[src/rtl/frame_tx_pkg.sv]
package frame_tx_pkg;
  localparam int MIN_DATA = 5;

  typedef struct packed {
    logic [2:0] len_code;
    logic       par_en;
    logic       par_odd;
    logic       stop2;
  } fmt_t;
endpackage

[src/rtl/frame_tx_build.sv]
module frame_tx_build
  import frame_tx_pkg::*;
#(
  parameter int MAX_DATA = 9,
  parameter int FRAME_W  = MAX_DATA + 4,
  parameter int LEN_W    = $clog2(FRAME_W + 1)
) (
  input  logic [MAX_DATA-1:0] data_i,
  input  fmt_t                fmt_i,
  output logic [FRAME_W-1:0]  frame_o,
  output logic [LEN_W-1:0]    len_o
);
  localparam logic [2:0] MAX_CODE = 3'(MAX_DATA - MIN_DATA);

  logic [LEN_W-1:0]    nb;
  logic [MAX_DATA-1:0] keep;
  logic                par_bit;

  assign nb = (fmt_i.len_code > MAX_CODE) ? LEN_W'(MAX_DATA)
                                          : LEN_W'(fmt_i.len_code) + LEN_W'(MIN_DATA);

  for (genvar i = 0; i < MAX_DATA; i++) begin : g_keep
    assign keep[i] = LEN_W'(i) < nb;
  end

  assign par_bit = ^(data_i & keep) ^ fmt_i.par_odd;

  always_comb begin
    frame_o    = '1;
    frame_o[0] = 1'b0;
    for (int i = 0; i < MAX_DATA; i++) begin
      if (keep[i]) frame_o[1+i] = data_i[i];
    end
    if (fmt_i.par_en) frame_o[LEN_W'(1) + nb] = par_bit;
    len_o = LEN_W'(2) + nb + LEN_W'(fmt_i.par_en) + LEN_W'(fmt_i.stop2);
  end
endmodule

[src/rtl/frame_tx_pace.sv]
module frame_tx_pace #(
  parameter int TICKS_PER_BIT = 16
) (
  input  logic clk_i,
  input  logic rst_ni,
  input  logic start_i,
  input  logic active_i,
  input  logic tick_i,
  input  logic sync_i,
  output logic bit_end_o,
  output logic first_half_o
);
  localparam int SUB_W = (TICKS_PER_BIT > 2) ? $clog2(TICKS_PER_BIT) : 1;

  logic [SUB_W-1:0] sub_q, last;

  // synchronous mode: two ticks per bit, one per transfer-clock half
  assign last         = sync_i ? SUB_W'(1) : SUB_W'(TICKS_PER_BIT - 1);
  assign bit_end_o    = active_i & tick_i & (sub_q == last);
  assign first_half_o = (sub_q == '0);

  always_ff @(posedge clk_i or negedge rst_ni) begin
    if (!rst_ni)                 sub_q <= '0;
    else if (start_i)            sub_q <= '0;
    else if (active_i && tick_i) sub_q <= bit_end_o ? '0 : sub_q + SUB_W'(1);
  end
endmodule

[src/rtl/frame_tx.sv]
module frame_tx
  import frame_tx_pkg::*;
#(
  parameter int TICKS_PER_BIT = 16,
  parameter int MAX_DATA      = 9
) (
  input  logic                clk_i,
  input  logic                rst_ni,
  input  logic [MAX_DATA-1:0] data_i,
  input  logic                valid_i,
  output logic                ready_o,
  input  logic [2:0]          len_code_i,
  input  logic                par_en_i,
  input  logic                par_odd_i,
  input  logic                stop2_i,
  input  logic                sync_i,
  input  logic                pol_i,
  input  logic                tick_i,
  output logic                tx_o,
  output logic                xck_o,
  output logic                busy_o
);
  localparam int FRAME_W = MAX_DATA + 4;
  localparam int LEN_W   = $clog2(FRAME_W + 1);

  fmt_t               fmt;
  logic [FRAME_W-1:0] frame, shreg_q;
  logic [LEN_W-1:0]   len, left_q;
  logic               busy_q, sync_q, pol_q;
  logic               accept, bit_end, first_half, last_bit;

  assign fmt = '{len_code: len_code_i, par_en: par_en_i, par_odd: par_odd_i, stop2: stop2_i};

  frame_tx_build #(.MAX_DATA(MAX_DATA), .FRAME_W(FRAME_W), .LEN_W(LEN_W)) u_build (
    .data_i (data_i),
    .fmt_i  (fmt),
    .frame_o(frame),
    .len_o  (len)
  );

  frame_tx_pace #(.TICKS_PER_BIT(TICKS_PER_BIT)) u_pace (
    .clk_i       (clk_i),
    .rst_ni      (rst_ni),
    .start_i     (accept),
    .active_i    (busy_q),
    .tick_i      (tick_i),
    .sync_i      (sync_q),
    .bit_end_o   (bit_end),
    .first_half_o(first_half)
  );

  assign last_bit = (left_q == LEN_W'(1));
  // take the next character in the final tick of the last stop bit
  assign ready_o  = ~busy_q | (bit_end & last_bit);
  assign accept   = valid_i & ready_o;

  always_ff @(posedge clk_i or negedge rst_ni) begin
    if (!rst_ni) begin
      busy_q  <= 1'b0;
      shreg_q <= '1;
      left_q  <= '0;
      sync_q  <= 1'b0;
      pol_q   <= 1'b0;
    end else if (accept) begin
      busy_q  <= 1'b1;
      shreg_q <= frame;
      left_q  <= len;
      sync_q  <= sync_i;
      pol_q   <= pol_i;
    end else if (bit_end) begin
      if (last_bit) busy_q <= 1'b0;
      shreg_q <= {1'b1, shreg_q[FRAME_W-1:1]};
      left_q  <= left_q - LEN_W'(1);
    end
  end

  assign tx_o   = busy_q ? shreg_q[0] : 1'b1;
  assign xck_o  = busy_q ? (pol_q ^ (sync_q & first_half)) : pol_i;
  assign busy_o = busy_q;
endmodule

[config.mk]
export PLATFORM = sky130hd
export DESIGN_NAME = frame_tx
export DESIGN_NICKNAME = d
export VERILOG_FILES = /design/src/rtl/frame_tx_pkg.sv /design/src/rtl/frame_tx_build.sv /design/src/rtl/frame_tx_pace.sv /design/src/rtl/frame_tx.sv
export SDC_FILE = /design/constraint.sdc
export NUM_CORES = 1
export LEC_CHECK = 0
export ABC_AREA = 1
export BUFFER_PORTS_ARGS = -buffer_cell sky130_fd_sc_hd__buf_2
export CAP_MARGIN = 10
export CORE_UTILIZATION = 25
export CTS_CLUSTER_SIZE = 12
export DETAILED_ROUTE_END_ITERATION = 8
export PLACE_DENSITY = 0.39
export SLEW_MARGIN = 30
export SYNTH_ARGS = -nofsm -noshare
export SYNTH_HDL_FRONTEND = slang
export SYNTH_SLANG_ARGS = --single-unit
[constraint.sdc]
create_clock -name clk_i -period 4.83 [get_ports clk_i]
set_clock_uncertainty 0.15 [all_clocks]
set_input_delay 0 -clock clk_i [delete_from_list [all_inputs] [get_ports clk_i]]
set_output_delay 0 -clock clk_i [all_outputs]
set_load 0.02 [all_outputs]
==> metrics.txt <==
run status complete, no violations; syn nets roughly 300; reg2reg end shreg_q[2]; antenna cells 0; Max Cap Viol 0; initial antenna violation count 0; router iterations before antenna repair 4; Pins Over Slew Limit 0; Sink Count 24; final setup vio count 0; worst IR drop on VDD roughly 160 µV; Seq/Total Area, Yosys 0.334; Levels on crit path 10; crit path from busy_o; most common cell after layout, fill and taps aside nand2_1; setup repair after global routing missed its margin false; crit path launch type flip-flop; most frequent cells in the layout 75 x nand2_1, 38 x inv_1, 25 x nor2_1; CP Class reg2reg; Num CTS Buffers 3; CTS tree yes; Max stage delay cell, worst path and2_1; slack of the critical path 2440 ps; Core ar. 6980 µm²; Remaining DRCs 0; post-synthesis instance total 272; critical path fanouts, max 27; Synth Area per Inst 6.79 µm²; Die Span Y 88.0 µm; Top Family by Delay on Critical Path simple AND/OR/NAND/NOR gates; Root Buffer clkbuf_8; setup slack after placement about 2400 ps; Post-synth EDFFs 0; Nets 334; Routability Congestion 0.798; largest net degree at the start of global routing 28; Async SR Flop Fraction 1.00; post-synth cell types 29; worst path arrival time 2440 ps; postcts setup bufs 0; worst min path class in2reg; Crit path buffers/inverters 2; share of layout cells above drive strength 1 0.171; later-pin clock latency in the skew report 270 ps; Via-to-Cell Ratio about 4.4; Routed Antenna Nets 0; Final Critical Period 2390 ps; first-pass GRT wire length between 7000 and 8000 µm; crit path to shreg_q[2]; critical path cell sequence nand2_1 > nor2_2 > and2_1 > nand2_2 > nand2_2 > nand2_4 > nand2_4 > inv_2 > a211oi_1 > inv_1; largest area contributor in the netlist dfstp_2; #FFs+latches synth 24; routed vias 1,752; Crit. End Element flip-flop; ranking of synthesized cells by area dfstp_2 18%, nand2_1 15%, dfrtp_1 15%; Die ar. 7740 µm²; GRT Overall Usage 0.132; post-cts sizing count 0; I/O pin count 25; Reg2Reg Depth 10; die width 88.0 µm; Sum Neg Setup Slack 0 ps; grt ovf 0; Avg WL per Cell 11.8 µm; headroom to the max-slew limit 0.635; Pwr Density 412 nW/µm²; Clock Tree Buf Depth 2; RR Startpoint busy_o; FMAX 0.419 GHz; final wirelength 4720 µm; CP Data Required Time 4880 ps; number of global-route vias before repair roughly 1,600; Yosys warnings 0; fin util 0.312; # rows 30; HPWL after detailed placement 3680 µm; P&R area growth vs syn 18.0%; top_reg_cell synth dfstp_2; PortBufs 24; final hold vios 0; slowest stage delay, CP 470 ps; Worst-path clk slew 90 ps; Worst-Margin Slew 548 ps; Initial DRC Count 79; CTS HTree Levels 1; fin crit share 0.494; R2R Setup Slk 2440 ps; hold_buf cts 8; Initial Util 0.265; share of the synthesized area in the top cell type 0.185; Pleak about 1.1 nW; Synth Cell Area roughly 1800 µm²
[cell usage after synthesis, types with 3 or more instances]
master / number
o21ai_1: 5
nand2_2: 4
xor2_1: 5
dfrtp_1: 11
and2_1: 3
nand3_1: 19
nand2_1: 75
nor2_1: 25
mux2i_1: 3
inv_2: 4
dfstp_2: 13
a21oi_1: 16
nand4_1: 6
inv_1: 38
ha_1: 7
o21ai_0: 16
nor3_1: 5
[flip-flops by register name (all words and copies together), names as in the netlist]
register,flops
shreg_q,13
left_q,4
u_pace.sub_q,4
busy_o,1
pol_q,1
sync_q,1
[worst min-delay path by stage]
stage | start | end | slack (ps) | cells past startpoint
6_report | valid_i | busy_o | 0.5 | 3
5_1_grt | valid_i | busy_o | 40 | 3
4_1_cts | data_i[3] | shreg_q[4] | 10 | 5
3_5_place_dp | rst_ni | left_q[2] | -120 | 1
3_3_place_gp | rst_ni | left_q[1] | -120 | 1
2_1_floorplan | rst_ni | busy_o | -450 | 0
[kinds of logic (layout without fill, tap and decap cells)]
| logic type | Yosys count | count (layout) | synth area share |
|---|---|---|---|
| AO/OA/AOI/OAI | 43 | 43 | 0.125 |
| XOR/XNOR | 5 | 5 | 0.0237 |
| adder cells (fa/ha/maj) | 8 | 8 | 0.0583 |
| buffers and inverters | 46 | 78 | 0.103 |
| flip-flops | 24 | 24 | 0.334 |
| multiplexers | 3 | 3 | 0.0163 |
| AND/OR/NAND/NOR | 143 | 143 | 0.339 |
[metrics by stage]
step,cell area (µm²),power (mW),hold WS [ps],std cells
2_1_floorplan,1850,0.670,-446,272
3_3_place_gp,2050,0.788,-122,388
3_5_place_dp,2050,0.776,-121,388
4_1_cts,2180,0.911,13.0,400
5_1_grt,2180,0.988,44.5,400
6_report,2180,0.898,0.526,400
[per-layer routing]
metal,vias to the layer above,wire length [µm],global-route usage
li1,940,-,-
met1,794,2500,0.192
met2,16,2100,0.209
met3,2,114,0.0264
met4,0,11,0.0134
met5,-,0,0
[layout make-up]
cell class	instances	area (µm²)
clock buffers	4	45.0
fillers	782	4800
inverters	42	158
multi-input cells	202	1040
flip-flops and latches	24	617
well taps	96	120
repair buffers	32	200
[tightest hold or removal path: stages]
cell	delay, ps
buf_2	100
nand2_4	180
nand2_1	110
[power by group]
group | total (mW) | internal, mW | switching, mW
sequential | 0.385 | 0.327 | 0.0581
combinational | 0.387 | 0.149 | 0.238
clock | 0.126 | 0.0590 | 0.0666
No activity file was read; power rests on OpenSTA's default activity.
